**config.mk**
```make
export PLATFORM = sky130hd
export DESIGN_NAME = uart_csr_ctrl
export DESIGN_NICKNAME = d
export VERILOG_FILES = /design/src/rtl/uart_csr_pkg.sv /design/src/rtl/uart_csr_rx.sv /design/src/rtl/uart_csr_tx.sv /design/src/rtl/uart_csr_irq.sv /design/src/rtl/uart_csr_ctrl.sv
export SDC_FILE = /design/constraint.sdc
export NUM_CORES = 1
export LEC_CHECK = 0
export ABC_AREA = 0
export BUFFER_PORTS_ARGS = -buffer_cell sky130_fd_sc_hd__buf_2
export CAP_MARGIN = 20
export CELL_PAD_IN_SITES_DETAIL_PLACEMENT = 1
export CELL_PAD_IN_SITES_GLOBAL_PLACEMENT = 1
export CORE_ASPECT_RATIO = 1.1
export CORE_UTILIZATION = 39
export CTS_BUF_LIST = sky130_fd_sc_hd__clkbuf_8 sky130_fd_sc_hd__clkbuf_16
export CTS_CLUSTER_SIZE = 25
export DETAILED_ROUTE_END_ITERATION = 10
export PLACE_DENSITY_LB_ADDON = 0.1
export SYNTH_ARGS = -nofsm -noshare
export SYNTH_HDL_FRONTEND = slang
export SYNTH_SLANG_ARGS = --single-unit
```
**constraint.sdc**
```tcl
create_clock -name clk -period 2.2 [get_ports clk]
set_input_delay 0.33 -clock clk [delete_from_list [all_inputs] [get_ports clk]]
set_output_delay 0.33 -clock clk [all_outputs]
set_load 0.01 [all_outputs]
```
**src/rtl/uart_csr_pkg.sv**
```systemverilog
package uart_csr_pkg;
   localparam int unsigned REG_W       = 32;
   localparam int unsigned RDR_FIELD_W = 9;
   localparam int unsigned DIV_W       = 16;
   localparam int unsigned MIN_ADDR_W  = 6;
   localparam int unsigned NUM_WORDS   = 11;

   // word indices (byte offset / 4)
   localparam int unsigned W_CTLA  = 0;
   localparam int unsigned W_CTLB  = 1;
   localparam int unsigned W_CTLC  = 2;
   localparam int unsigned W_DIV   = 3;
   localparam int unsigned W_GUARD = 4;
   localparam int unsigned W_TMO   = 5;
   localparam int unsigned W_REQ   = 6;
   localparam int unsigned W_STAT  = 7;
   localparam int unsigned W_CLR   = 8;
   localparam int unsigned W_RXD   = 9;
   localparam int unsigned W_TXD   = 10;

   // status positions owned by the data paths
   localparam int unsigned ST_OVR  = 3;
   localparam int unsigned ST_FULL = 5;
   localparam int unsigned ST_DONE = 6;
   localparam int unsigned ST_EMPTY = 7;

   // control positions decoded by this block
   localparam int unsigned CA_ON     = 0;
   localparam int unsigned CA_RX_ON  = 2;
   localparam int unsigned CA_TX_ON  = 3;
   localparam int unsigned CC_OVR_OFF = 12;
   localparam int unsigned RQ_FLUSH  = 3;

   localparam logic [REG_W-1:0] ST_RESET   = 32'h0200_00C0;
   localparam logic [REG_W-1:0] OWNED_MASK = 32'h0000_00E8;
   localparam logic [REG_W-1:0] EVT_MASK   = 32'h0012_1B17;

   // interrupt pairs: flag position, enable position in {ctlC, ctlB, ctlA}
   localparam int unsigned NUM_PAIRS = 14;
   localparam int unsigned PAIR_FLAG [NUM_PAIRS] =
      '{7, 6, 5, 4, 0, 17, 11, 12, 9, 8, 20, 1, 3, 3};
   localparam int unsigned PAIR_EN [NUM_PAIRS] =
      '{7, 6, 5, 4, 8, 14, 26, 27, 74, 38, 86, 64, 5, 64};
endpackage

```
**src/rtl/uart_csr_rx.sv**
```systemverilog
module uart_csr_rx #(
   parameter int unsigned DATA_W = 8
) (
   input  logic              clk,
   input  logic              rst_n,
   input  logic              rx_valid,
   input  logic [DATA_W-1:0] rx_data,
   input  logic              accept_en,
   input  logic              ovr_detect,
   input  logic              clr_full,
   input  logic              clr_ovr,
   output logic              full,
   output logic              ovr,
   output logic              rx_ready,
   output logic [DATA_W-1:0] data_q
);
   logic arrive, store, lost;

   assign arrive   = rx_valid && accept_en;
   assign store    = arrive && (!full || !ovr_detect);
   assign lost     = arrive && full && ovr_detect;
   assign rx_ready = !full;

   always_ff @(posedge clk) begin
      if (!rst_n) begin
         full   <= 1'b0;
         ovr    <= 1'b0;
         data_q <= '0;
      end else begin
         full <= store ? 1'b1 : (full && !clr_full);
         ovr  <= lost  ? 1'b1 : (ovr && !clr_ovr);
         if (store) data_q <= rx_data;
      end
   end
endmodule

```
**src/rtl/uart_csr_tx.sv**
```systemverilog
module uart_csr_tx #(
   parameter int unsigned DATA_W = 8
) (
   input  logic              clk,
   input  logic              rst_n,
   input  logic              load,
   input  logic [DATA_W-1:0] load_data,
   input  logic              tx_on,
   input  logic              tx_ready,
   input  logic              clr_empty,
   input  logic              clr_done,
   output logic              empty,
   output logic              done,
   output logic              tx_valid,
   output logic [DATA_W-1:0] tx_data
);
   logic taken;

   assign tx_valid = !empty && tx_on;
   assign taken    = tx_valid && tx_ready;

   always_ff @(posedge clk) begin
      if (!rst_n) begin
         empty   <= 1'b1;
         done    <= 1'b1;
         tx_data <= '0;
      end else begin
         if (load)       empty <= 1'b0;
         else if (taken) empty <= 1'b1;
         else            empty <= empty && !clr_empty;
         done <= taken ? 1'b1 : (done && !clr_done);
         if (load) tx_data <= load_data;
      end
   end
endmodule

```
**src/rtl/uart_csr_irq.sv**
```systemverilog
module uart_csr_irq
   import uart_csr_pkg::*;
#(
   parameter int unsigned IRQ_REG = 0
) (
   input  logic               clk,
   input  logic               rst_n,
   input  logic [REG_W-1:0]   status,
   input  logic [3*REG_W-1:0] enables,
   output logic               irq
);
   logic [NUM_PAIRS-1:0] hit;
   logic                 any_hit;

   for (genvar p = 0; p < NUM_PAIRS; p++) begin : g_pair
      assign hit[p] = status[PAIR_FLAG[p]] && enables[PAIR_EN[p]];
   end

   assign any_hit = |hit;

   if (IRQ_REG == 0) begin : g_comb
      assign irq = any_hit;
   end else begin : g_reg
      always_ff @(posedge clk) begin
         if (!rst_n) irq <= 1'b0;
         else        irq <= any_hit;
      end
   end
endmodule

```
**src/rtl/uart_csr_ctrl.sv**
```systemverilog
module uart_csr_ctrl
   import uart_csr_pkg::*;
#(
   parameter int unsigned DATA_W  = 8,
   parameter int unsigned ADDR_W  = 10,
   parameter int unsigned IRQ_REG = 0
) (
   input  logic              clk,
   input  logic              rst_n,
   input  logic              bus_wr,
   input  logic              bus_rd,
   input  logic [ADDR_W-1:0] bus_addr,
   input  logic [REG_W-1:0]  bus_wdata,
   output logic [REG_W-1:0]  bus_rdata,
   input  logic              rx_valid,
   input  logic [DATA_W-1:0] rx_data,
   output logic              rx_ready,
   output logic              tx_valid,
   output logic [DATA_W-1:0] tx_data,
   input  logic              tx_ready,
   input  logic [REG_W-1:0]  core_evt,
   output logic              irq
);
   localparam int unsigned WORD_W = ADDR_W - 2;

   if (DATA_W < 5 || DATA_W > RDR_FIELD_W) begin : g_bad_data_w
      $error("uart_csr_ctrl: DATA_W must lie in 5..9");
   end
   if (ADDR_W < MIN_ADDR_W) begin : g_bad_addr_w
      $error("uart_csr_ctrl: ADDR_W too small for the register map");
   end
   if (IRQ_REG > 1) begin : g_bad_irq_reg
      $error("uart_csr_ctrl: IRQ_REG must be 0 or 1");
   end

   logic                 aligned;
   logic [WORD_W-1:0]    word;
   logic [NUM_WORDS-1:0] sel, wr_sel, rd_sel;

   assign aligned = (bus_addr[1:0] == 2'b00);
   assign word    = bus_addr[ADDR_W-1:2];

   for (genvar g = 0; g < NUM_WORDS; g++) begin : g_dec
      assign sel[g] = aligned && (word == WORD_W'(g));
   end
   assign wr_sel = {NUM_WORDS{bus_wr}} & sel;
   assign rd_sel = {NUM_WORDS{bus_rd}} & sel;

   logic [REG_W-1:0] ctl_a, ctl_b, ctl_c, guard_q, tmo_q, misc_q, clr_mask, status;
   logic [DIV_W-1:0] div_q;

   always_ff @(posedge clk) begin
      if (!rst_n) begin
         ctl_a   <= '0;
         ctl_b   <= '0;
         ctl_c   <= '0;
         div_q   <= '0;
         guard_q <= '0;
         tmo_q   <= '0;
      end else begin
         if (wr_sel[W_CTLA])  ctl_a   <= bus_wdata;
         if (wr_sel[W_CTLB])  ctl_b   <= bus_wdata;
         if (wr_sel[W_CTLC])  ctl_c   <= bus_wdata;
         if (wr_sel[W_DIV])   div_q   <= bus_wdata[DIV_W-1:0];
         if (wr_sel[W_GUARD]) guard_q <= bus_wdata;
         if (wr_sel[W_TMO])   tmo_q   <= bus_wdata;
      end
   end

   assign clr_mask = wr_sel[W_CLR] ? bus_wdata : '0;

   // line-event flags and the constant reset bits
   always_ff @(posedge clk) begin
      if (!rst_n) misc_q <= ST_RESET & ~OWNED_MASK;
      else        misc_q <= ((misc_q & ~clr_mask) | (core_evt & EVT_MASK)) & ~OWNED_MASK;
   end

   logic              rd_rxd, flush_req, rx_full, rx_ovr, tx_empty, tx_done;
   logic              accept_en, ovr_detect, tx_on;
   logic [DATA_W-1:0] rxd_q;

   assign rd_rxd     = rd_sel[W_RXD];
   assign flush_req  = wr_sel[W_REQ] && bus_wdata[RQ_FLUSH];
   assign accept_en  = ctl_a[CA_ON] && ctl_a[CA_RX_ON];
   assign ovr_detect = !ctl_c[CC_OVR_OFF];
   assign tx_on      = ctl_a[CA_TX_ON];

   uart_csr_rx #(.DATA_W(DATA_W)) u_rx (
      .clk        (clk),
      .rst_n      (rst_n),
      .rx_valid   (rx_valid),
      .rx_data    (rx_data),
      .accept_en  (accept_en),
      .ovr_detect (ovr_detect),
      .clr_full   (rd_rxd || flush_req || clr_mask[ST_FULL]),
      .clr_ovr    (clr_mask[ST_OVR]),
      .full       (rx_full),
      .ovr        (rx_ovr),
      .rx_ready   (rx_ready),
      .data_q     (rxd_q)
   );

   uart_csr_tx #(.DATA_W(DATA_W)) u_tx (
      .clk       (clk),
      .rst_n     (rst_n),
      .load      (wr_sel[W_TXD]),
      .load_data (bus_wdata[DATA_W-1:0]),
      .tx_on     (tx_on),
      .tx_ready  (tx_ready),
      .clr_empty (clr_mask[ST_EMPTY]),
      .clr_done  (clr_mask[ST_DONE]),
      .empty     (tx_empty),
      .done      (tx_done),
      .tx_valid  (tx_valid),
      .tx_data   (tx_data)
   );

   always_comb begin
      status           = misc_q;
      status[ST_OVR]   = rx_ovr;
      status[ST_FULL]  = rx_full;
      status[ST_DONE]  = tx_done;
      status[ST_EMPTY] = tx_empty;
   end

   uart_csr_irq #(.IRQ_REG(IRQ_REG)) u_irq (
      .clk     (clk),
      .rst_n   (rst_n),
      .status  (status),
      .enables ({ctl_c, ctl_b, ctl_a}),
      .irq     (irq)
   );

   always_comb begin
      bus_rdata = '0;
      if (rd_sel[W_CTLA])  bus_rdata = ctl_a;
      if (rd_sel[W_CTLB])  bus_rdata = ctl_b;
      if (rd_sel[W_CTLC])  bus_rdata = ctl_c;
      if (rd_sel[W_DIV])   bus_rdata = REG_W'(div_q);
      if (rd_sel[W_GUARD]) bus_rdata = guard_q;
      if (rd_sel[W_TMO])   bus_rdata = tmo_q;
      if (rd_sel[W_STAT])  bus_rdata = status;
      if (rd_sel[W_RXD])   bus_rdata = REG_W'(rxd_q);
      if (rd_sel[W_TXD])   bus_rdata = REG_W'(tx_data);
   end
endmodule

```
### Yosys cells after proc, flatten, opt, wreduce, memory -nomap -nowiden

Index checks and enable logic that the tools add are counted.

* output and inout port bits: 43
* word-level logic and storage cells: 95
* register bits after elaboration: 228

* reduce and logical (&&, ||, !) cells: 51
* mux-type cells: 14
* bitwise gates (word level): 6
* equal/unequal tests: 10

Operator list (count)
* 2-to-1 mux 32 bit: 10
* logical AND 1 bit: 37
* bitwise AND 32 bit: 1
* == test 8 x 3 -> 1 bit, second input constant: 4
* inverter 32 bit: 1
* OR 32 x 21 -> 32 bit: 1
* == test 8 x 4 -> 1 bit, second input constant: 3
* bitwise AND 11 bit: 2
* == test 8 x 2 -> 1 bit, second input constant: 2
* OR reduction 14 bit: 1
* == test 8 x 1 -> 1 bit, second input constant: 1
* zero test 8 bit: 1
* zero test 1 bit: 7
* 2-to-1 mux 1 bit: 4
* logical OR 1 bit: 3
* zero test 2 bit: 1
* OR reduction 2 bit: 1
* inverter 1 bit: 1

### Longest topological paths before layout

Gate-level depths: netlist (run 1).

* word-level depth: 12
* gate-level depth with buffers: 8
* depth with buffers taken out: 5

### By module

Synthesis (run 1) repeated with hierarchy kept, for this count alone.

* cells, all modules: 1248
* area, all modules: 10886.7 um2

Modules (own cells, without submodules)
* uart_csr_ctrl: area an instance 9997.1 um2, cells each 1160, times used 1, sequential area each 4083.9 um2
* uart_csr_rx: area an instance 417.9 um2, cells each 45, times used 1, sequential area each 200.2 um2
* uart_csr_tx: area an instance 395.4 um2, cells each 34, times used 1, sequential area each 200.2 um2
* uart_csr_irq: area an instance 76.3 um2, cells each 9, times used 1, sequential area each 0.0 um2

### Least setup slack after synthesis (run 1)

No wires, ideal clock.

* path type: input to output
* start point: input bus_addr[7]
* end point: output bus_rdata[22]
* cell stages on the path: 7
* path slack: -0.236 ns
* arrival: 2.106 ns
* cell sequence: or4_4 -> or2_1 -> buf_4 -> nor4_4 -> buf_6 -> a22oi_1 -> a22oi_1

* longest elaborated chain between the ends: 12
* elaborated cells between the ends (all ways): 28

Ends and longest elaborated chain
* from (decl): line uart_csr_ctrl.sv:12 `input logic [ADDR_W-1:0] bus_addr,`
* zero test 8 bit: line uart_csr_ctrl.sv:44 `assign sel[g] = aligned && (word == WORD_W'(g));`
* logical AND 1 bit: line uart_csr_ctrl.sv:44
* bitwise AND 11 bit (*): line uart_csr_ctrl.sv:47 `assign rd_sel = {NUM_WORDS{bus_rd}} & sel;`
* 2-to-1 mux 32 bit: line uart_csr_ctrl.sv:136 `if (rd_sel[W_CTLA]) bus_rdata = ctl_a;`
* 2-to-1 mux 32 bit: line uart_csr_ctrl.sv:137 `if (rd_sel[W_CTLB]) bus_rdata = ctl_b;`
* 2-to-1 mux 32 bit: line uart_csr_ctrl.sv:138 `if (rd_sel[W_CTLC]) bus_rdata = ctl_c;`
* 2-to-1 mux 32 bit: line uart_csr_ctrl.sv:139 `if (rd_sel[W_DIV]) bus_rdata = REG_W'(div_q);`
* 2-to-1 mux 32 bit: line uart_csr_ctrl.sv:140 `if (rd_sel[W_GUARD]) bus_rdata = guard_q;`
* 2-to-1 mux 32 bit: line uart_csr_ctrl.sv:141 `if (rd_sel[W_TMO]) bus_rdata = tmo_q;`
* 2-to-1 mux 32 bit: line uart_csr_ctrl.sv:142 `if (rd_sel[W_STAT]) bus_rdata = status;`
* 2-to-1 mux 32 bit: line uart_csr_ctrl.sv:143 `if (rd_sel[W_RXD]) bus_rdata = REG_W'(rxd_q);`
* 2-to-1 mux 32 bit (*): line uart_csr_ctrl.sv:144 `if (rd_sel[W_TXD]) bus_rdata = REG_W'(tx_data);`
* to (decl): line uart_csr_ctrl.sv:14 `output logic [REG_W-1:0] bus_rdata,`

Every way passes the cells marked *; elsewhere a longest branch is shown, timed or not.

### Worst setup path in the final report (run 1)

* start point: input bus_addr[7]
* end point: output bus_rdata[7]

Same word-level chain as after synthesis.

==> metrics, run 1 <==
outcome=complete, but fails checks; failing checks=setup timing; r2r setup slk=0.88 ns; Fin Clk Skew=0.00455 ns; row count=61; launch point of the critical path=bus_addr[7]; dominant synthesized flop cell=dfxtp_1; TritonCTS clock tree=built; hold_ws=0.0610 ns; routed vias/inst=5.51; worst hold path class=in -> reg; Final period util=117%; Reg clk slew, reported paths=0.06 ns; CP max stage cell=or4_4; pwr dens=667 mW/mm2; Crit. End Element=output pin; Final TNS setup=-9.25 ns; #FFs+latches synth=224; critical path cell sequence=buf_6, or4_4, or2_4, buf_12, nor3_4, buf_4, nand2_2, a32oi_2, buf_2; grt total ovfl=0; Global Route Usage Sum=27.7%; Final Cell Area=0.0130 mm2; RSZ-0062 raised after global routing=true; initial antenna violation count=2; hold path startpoint=bus_wdata[28]; Final Util=51.3%; Remaining DRCs=0; Mean Syn Cell Area=around 8.3 um2; clk buf depth=3; Max Clock Freq=388 MHz; Syn Nets=1299; RePlAce Congestion=0.894; dpl hpwl=25200 um; data required time at the worst endpoint=1.87 ns; worst-margin pin slew=0.569 ns; antenna diode count=0; yosys warns=0; dpl ws=-0.520 ns; DP Area=roughly 0.012 mm2; VDD IR-drop max=~0.00045 V; R2R Path Start=ctl_c[12]$_SDFFE_PN0P_; critical path class=in -> out; cts hold-fix bufs=0; critical path peak fanout=5; Routed WL per cell=20.8 um; Root Buffer=clkbuf_16; Starting Density=39.9%; CP Buf/Inv Count=4; PortBufs=108; Non-Filler Instances=1730; core area=0.0253 mm2; CTS buffer count=25; largest family of logic cells by synthesized area=compound AO/OA/AOI/OAI gates; number of global-route vias before repair=9800; placed cell count=1681; total of max-cap violations=0; Post-Route WL=36100 um; fin. max-slew vios=0; sequential share of the synthesized area=between 40% and 50%; mux cell area share after synthesis=7.47%; Post-Synth Adder-Cell Area=0%; Simple-Gate Fraction of Synth Area=19.7%; mapped cell area=0.0101 mm2; layout cell share with drive strength beyond 1=24.5%; Clk Latency, worst-skew pair=0.51 ns; Pre-antenna DRT Iters=4; Die W=156 um; top post-synthesis cells by area=dfxtp_1, nand2_1, a21boi_1; Arr. time, crit path=2.25 ns; compound-gate portion of the synthesized area=about a quarter; Rel. slew slack=about 62%; Clock Sink Count=224; DR vias=9536; final hold vios=0; DIE HEIGHT=171 um; Leak=5.01 nW; post-synth cell types=53; slowest stage delay, CP=0.53 ns; fraction of synthesized cell area in xor and xnor cells=0%; first-pass GRT wire length=56600 um; EDFF count, synth=0; post-synthesis async set-or-reset flop share=0%; DIE AREA=0.0266 mm2; largest area contributor in the netlist=dfxtp_1; pin count of the biggest net entering global routing=67; Area growth syn-to-layout=28.5%; fin crit period=2.58 ns; Tot Pwr=slightly below 9 mW; Top delay family on crit path=simple AND/OR/NAND/NOR gates; Final ANT Viol Nets=0; Top Ports=around 130; Yosys top cell area share=between 40% and 50%; Startpoint Class=input pin; Post-Syn Instances=1211; initial drt markers=between 400 and 500; worst setup margin=-0.378 ns; final setup fails=32; H-tree depth=1; Final nets=1455
==> metal layers <==
layer  vias to the layer above  global-route usage (%)  wire (um)
met4                         2                    8.06        971
li1                       4597                       -          -
met1                      4716                    35.6      16300
met2                       164                    48.8      17700
met3                        57                    2.79       1070
met5                         -                       0         13
==> synthesized netlist by cell type, types with 14 or more instances <==
cell type / number
clkbuf_1: 68
mux2i_1: 53
nor2b_1: 32
buf_2: 20
a21boi_1: 104
a21oi_1: 34
a22oi_1: 51
o21ai_1: 38
inv_1: 14
nand2_1: 283
nand3_1: 74
dfxtp_1: 224
o21ai_0: 84
==> placed cells by master (no fill, tap or decap), types with 18 or more instances in the layout <==
| cell type | Yosys | layout |
|---|---|---|
| a21boi_1 | 104 | 104 |
| a21oi_1 | 34 | 33 |
| a22oi_1 | 51 | 30 |
| a22oi_2 | 0 | 21 |
| buf_12 | 0 | 24 |
| buf_2 | 20 | 106 |
| buf_4 | 3 | 88 |
| clkbuf_16 | 0 | 25 |
| dfxtp_1 | 224 | 224 |
| inv_1 | 14 | 18 |
| mux2i_1 | 53 | 53 |
| nand2_1 | 283 | 281 |
| nand3_1 | 74 | 74 |
| nor2b_1 | 32 | 32 |
| o21ai_0 | 84 | 84 |
| o21ai_1 | 38 | 37 |
==> final cells by class <==
cell class / instances / area (um2)
clock buffer: 34 / 749
clock inverter: 10 / 45.0
fill: 3006 / 12300
inverter: 15 / 56.3
multi-input combinational: 872 / 5430
sequential: 224 / 4480
tap: 346 / 433
timing repair buffer: 229 / 1800
==> flip-flops by register name, indices dropped and copies added (netlist names), 8 cells and up <==
signal        count
ctl_a            32
u_tx.tx_data      8
div_q            16
misc_q           28
ctl_b            32
u_rx.data_q       8
tmo_q            32
ctl_c            32
guard_q          32
==> path summary, 6_finish.rpt <==
| check | endpoint | cells past startpoint |
|---|---|---|
| hold reg to reg | misc_q[29]$_SDFF_PN0_ | 2 |
| setup reg to reg | u_rx.data_q[2]$_SDFFE_PN0P_ | 5 |
| setup / recovery | bus_rdata[7] | 9 |
| hold / removal | misc_q[28]$_SDFF_PN0_ | 2 |
==> power breakdown <==
group          leakage [nW]  switching, mW  internal (mW)
clock network         0.418           1.68           2.36
logic                  2.78          0.321          0.217
registers              1.81         0.0219           4.07
total                  5.01           2.02           6.65
==> kinds of logic (layout without fill, tap and decap cells) <==
family / Yosys count / after routing
and+or+nand+nor: 437 / 437
DFF: 224 / 224
buffers and inverters: 115 / 288
muxes: 65 / 65
AOI/OAI and AO/OA: 370 / 370
==> repair_timing <==
action,4_1_cts,5_1_grt
gates cloned,0,0
pin swaps,22,14
setup buffers,3,2
gates resized for setup,27,10
setup endpoints to repair,32,33
(Power assumes the default switching activity.)
==> run 2: changes to the inputs <==
- CORE_UTILIZATION: 39 -> 40
- SKIP_CTS_REPAIR_TIMING: not set -> 1
- clock period: 2.2 -> 2.84 ns (I/O delays scaled with it)
==> run 2 against run 1 <==
Net effect:
- the flow now finishes without violations
- global-route usage down 0.27 points
- routed wire length down 2.2%
- sequential cell count unchanged
- via count down 1.0%
- hold slack better by 0.082 ns
- sequential share of layout area up 2.2 points
- critical path depth down 1
- critical endpoint is now bus_rdata[0]
- non-clock buffer count down 47
- design area down 6.0%
- die area down 2.5%
==> metrics, run 2 (synthesis gave the netlist of run 1 again) <==
outcome=complete, no violations; VDD IR-drop max=around 0.00032 V; Top Ports=roughly 130; most common cell after layout, fill and taps aside=nand2_1; first-pass GRT wire length=approximately 55000 um; Root Buffer=clkbuf_16; pin count of the biggest net entering global routing=113; total of max-cap violations=0; number of global-route vias before repair=9788; DIE AREA=0.0259 mm2; initial antenna violation count=3; PortBufs=108; worst hold path class=in -> reg; Arr. time, crit path=2.38 ns; WHS Path Cells=2; DIE HEIGHT=169 um; Global Route Usage Sum=27.4%; sequential share of power=48.5%; dpl hpwl=23200 um; TritonCTS clock tree=built; Startpoint Class=input pin; Clock Sink Count=224; final hold vios=0; R2R Path Start=ctl_c[12]$_SDFFE_PN0P_; Gate power share=between 5 and 6%; core area=0.0246 mm2; clk buf depth=3; grt total ovfl=0; Final Cell Area=roughly 0.012 mm2; r2r setup slk=1.58 ns; fin. max-slew vios=0; hold path startpoint=bus_wdata[19]; Area growth syn-to-layout=20.9%; number of fillers in the final layout=~3000; Clk Latency, worst-skew pair=0.52 ns; Die W=154 um; Reg clk slew, reported paths=0.06 ns; pwr dens=535 mW/mm2; RSZ-0062 raised after global routing=true; Starting Density=between 40% and 50%; Final nets=1409; H-tree depth=1; Int Power=about 5.0 mW; Max Clock Freq=357 MHz; net switching power=1.54 mW; Crit. End Element=output pin; Final Util=49.6%; data required time at the worst endpoint=2.41 ns; clock share of power=45.9%; initial drt markers=about 520; Final period util=98.6%; Fin Clk Skew=around 0.010 ns; reg2reg path depth=6; Pre-antenna DRT Iters=4; Remaining DRCs=0; Leak=4.67 nW; Rel. slew slack=63.8%; row count=60; fin crit period=2.80 ns; most frequent cells in the layout=nand2_1, dfxtp_1, buf_2, a21boi_1, o21ai_0; DR vias=9439; RePlAce Congestion=0.865; worst-margin pin slew=between 0.5 and 0.6 ns; launch point of the critical path=bus_addr[8]; layout cell share with drive strength beyond 1=between 10% and 20%; final setup fails=0; routed vias/inst=5.71; Post-Route WL=between 30000 and 40000 um; DP Area=0.0114 mm2; CTS buffer count=25; critical path peak fanout=5; critical path class=in -> out; reg2reg end=u_rx.data_q[1]$_SDFFE_PN0P_; Routed WL per cell=21.4 um; Final ANT Viol Nets=0; sw frac=23.6%; Hold EP=misc_q[19]$_SDFF_PN0_
[run 2: per-layer routing]
layer / track usage (%) / up-vias / part of all wire, %
met5: 0 / - / 0
met4: 8.57 / 0 / 3.0
met3: 3.30 / 66 / 3.8
met2: 49.4 / 193 / 49
met1: 33.9 / 4689 / 44
li1: - / 4491 / -
[run 2: worst max-delay path, cell delays in order]
cell and delay (ns):
buf_2 0.10, or4_4 0.56, or2_4 0.32, nor3_4 0.27
buf_6 0.17, a22oi_2 0.07, a32oi_1 0.28, buf_2 0.18
[run 2: power groups by stage]
| stage | clock network [mW] | registers [mW] | logic, mW |
|---|---|---|---|
| 3_3_place_gp | 0 | 3.24 | 0.360 |
| 5_1_grt | 3.18 | 3.17 | 0.397 |
| 2_1_floorplan | 0 | 3.23 | 0.186 |
| 3_5_place_dp | 0 | 3.24 | 0.364 |
| 4_1_cts | 3.05 | 3.17 | 0.365 |
| 6_report | 3.00 | 3.17 | 0.368 |
[run 2: metrics by stage]
step	setup WS [ns]	setup TNS, ns	hold WS, ns	total power, mW	std cells
after floorplan	0.212	0	0.409	3.41	1211
after global placement	-0.160	-2.35	0.415	3.60	1602
after detailed placement	-0.178	-3.00	0.422	3.60	1602
after CTS	-0.187	-3.43	0.132	6.59	1647
after global routing	-0.0353	-0.142	0.148	6.74	1650
final	0.0389	0	0.143	6.54	1652
[run 2: how the worst max path moves through the flow]
stage                     slack (ns)  depth (start not counted)            end
after global routing           -0.04                          8   bus_rdata[8]
after detailed placement       -0.18                          7   bus_rdata[7]
final                           0.04                          8   bus_rdata[0]
after global placement         -0.16                          7   bus_rdata[7]
after CTS                      -0.19                          7   bus_rdata[7]
after floorplan                 0.21                          7  bus_rdata[22]
[run 2: layout make-up]
class | count | area (um2) | area share (%)
Antenna cell | 3 | 7.51 | 0.0614
Inverter | 15 | 56.3 | 0.461
Multi-Input combinational cell | 873 | 5230 | 42.8
Clock inverter | 15 | 58.8 | 0.481
Clock buffer | 30 | 694 | 5.68
Tap cell | 310 | 388 | 3.17
Timing Repair Buffer | 182 | 1310 | 10.7
Sequential cell | 224 | 4480 | 36.7
==> run 3: changes to the inputs <==
- CORE_UTILIZATION: 40 -> 39
- HOLD_SLACK_MARGIN: not set -> 0.02
- clock period: 2.84 -> 2.4 ns (I/O delays scaled with it)
==> run 3 against run 2 <==
Net effect:
- routed wire length is 4.5% higher
- clock-buffer cell count is 5 higher
- power is 30% higher
- core utilization is 1.7 points higher
- register-to-register slack worse by 0.84 ns
- hold slack worse by 0.072 ns
- sequential share of layout area is 2.2 points lower
- combinational power is 29% higher
- via count is 2.0% higher
- sequential cell count stayed put
- non-clock buffer count is 37 higher
- the flow now finishes with violations (setup timing)
- clock skew is 0.0068 ns lower
==> metrics, run 3 (synthesis gave the netlist of run 1 again) <==
outcome=complete, but fails checks; failing checks=setup timing; CTS buffer count=26; Die W=156 um; DR vias=9629; RePlAce Congestion=0.858; Max Clock Freq=around 370 MHz; RSZ-0062 raised after global routing=true; Global Route Usage Sum=27.6%; Starting Density=39.9%; Final Cell Area=0.0130 mm2; number of fillers in the final layout=2984; DIE AREA=0.0266 mm2; H-tree depth=1; Pre-antenna DRT Iters=5; worst hold path class=in -> reg; r2r setup slk=0.74 ns; Tot Pwr=8.50 mW; worst setup margin=-0.307 ns; core area=0.0253 mm2; DP Area=~0.012 mm2; data required time at the worst endpoint=2.04 ns; dpl ws=-0.338 ns; most common cell after layout, fill and taps aside=nand2_1; Final ANT Viol Nets=0; CP Buf/Inv Count=3; dpl hpwl=24700 um; final setup fails=32; first-pass GRT wire length=roughly 56000 um; hold_ws=0.0708 ns; FF/Latch Area=~0.0045 mm2; Remaining DRCs=0; most frequent cells in the layout=nand2_1, dfxtp_1, buf_2, a21boi_1, o21ai_0; DIE HEIGHT=roughly 170 um; grt total ovfl=0; Startpoint Class=input pin; fin crit period=2.71 ns; antenna diode count=0; Rel. slew slack=61.6%; PortBufs=~110; Area growth syn-to-layout=28.6%; VDD IR-drop max=0.000532 V; Clock Sink Count=224; initial drt markers=428; Top delay family on crit path=simple AND/OR/NAND/NOR gates; TritonCTS clock tree=built; layout cell share with drive strength beyond 1=around 23%; Clk Latency, worst-skew pair=0.53 ns; sequential share of power=between 40% and 50%; slowest stage delay, CP=between 0.5 and 0.6 ns; clock share of power=50.3%; critical path class=in -> out; Int Power=6.61 mW; final hold vios=0; initial antenna violation count=0; pwr dens=654 mW/mm2; critical path peak fanout=8; critical path cell sequence=buf_6, or4_4, or2_4, nor4_4, buf_6, a22oi_2, a22oi_2, buf_2; Final period util=113%; WHS Path Cells=2; Post-Route WL=36900 um; pin count of the biggest net entering global routing=69; Final nets=1447; Root Buffer=clkbuf_16; R2R Path Start=ctl_c[12]$_SDFFE_PN0P_; Fin Clk Skew=0.00330 ns; CP max stage cell=or4_4; routed vias/inst=5.59; reg2reg path depth=6; Hold EP=misc_q[16]$_SDFF_PN0_; Reg clk slew, reported paths=0.06 ns; row count=61; net switching power=1.90 mW; Routed WL per cell=21.4 um; number of global-route vias before repair=9854; Final Util=51.3%; Arr. time, crit path=2.35 ns; Top Ports=131; sw frac=between 20% and 30%; Multi-input gate area=about 0.0054 mm2; hold path startpoint=bus_wdata[16]; clk buf depth=3; reg2reg end=u_rx.data_q[7]$_SDFFE_PN0P_; Gate power share=under 10%; Leak=about 5.0 nW; total of max-cap violations=0; worst-margin pin slew=0.575 ns; Crit. End Element=output pin; fin. max-slew vios=0
## run 3: changes by cell type in the layout (fill, tap and decap cells not counted), sizes merged
cell and change:
clkinv -1, bufinv +4, clkbuf +5, inv -8, diode -3, buf +37
## run 3: layout make-up
class,instances,share of cell area (%)
Tap cell,346,3.33
Inverter,15,0.433
Timing Repair Buffer,219,13.0
Multi-Input combinational cell,873,41.6
Clock buffer,35,6.04
Sequential cell,224,34.5
Clock inverter,10,1.11
## run 3: power by group through the flow
stage          Sequential, mW  Clock (mW)  Combinational (mW)
4_1_cts                  3.75        4.34               0.461
6_report                 3.75        4.28               0.476
3_3_place_gp             3.83           0               0.453
3_5_place_dp             3.83           0               0.458
2_1_floorplan            3.82           0               0.222
5_1_grt                  3.75        4.48               0.508
## run 3: per-stage QoR
stage,TNS (ns),std cells
3_3_place_gp,-10.68,1669
3_5_place_dp,-12.73,1669
5_1_grt,-7.54,1722
6_report,-6.14,1722
4_1_cts,-8.01,1714
2_1_floorplan,-0.187,1211
## run 3: worst max path at each step
| stage | from | endpoint | slack [ns] | cells past startpoint |
|---|---|---|---|---|
| after global routing | bus_addr[8] | bus_rdata[20] | -0.32 | 8 |
| after global placement | bus_addr[7] | bus_rdata[20] | -0.33 | 9 |
| after detailed placement | bus_addr[7] | bus_rdata[20] | -0.34 | 9 |
| after floorplan | bus_addr[7] | bus_rdata[3] | -0.03 | 4 |
| after CTS | bus_addr[7] | bus_rdata[20] | -0.36 | 9 |
| final | bus_addr[8] | bus_rdata[20] | -0.31 | 8 |
## run 3: worst register-to-register path: stages (launching register included)
cell and delay, ns:
dfxtp_1 0.35, buf_4 0.15, inv_1 0.04, a21oi_1 0.45, buf_4 0.29, mux2i_1 0.21
nor2b_1 0.06
## run 3: per-layer routing
layer  wire length, um  track usage [%]  vias to the layer above
met4               943             8.70                        0
met1             16100             35.0                     4778
met3              1680             3.17                       54
met5                 0                0                        -
met2             18200             48.8                      218
li1                  -                -                     4579
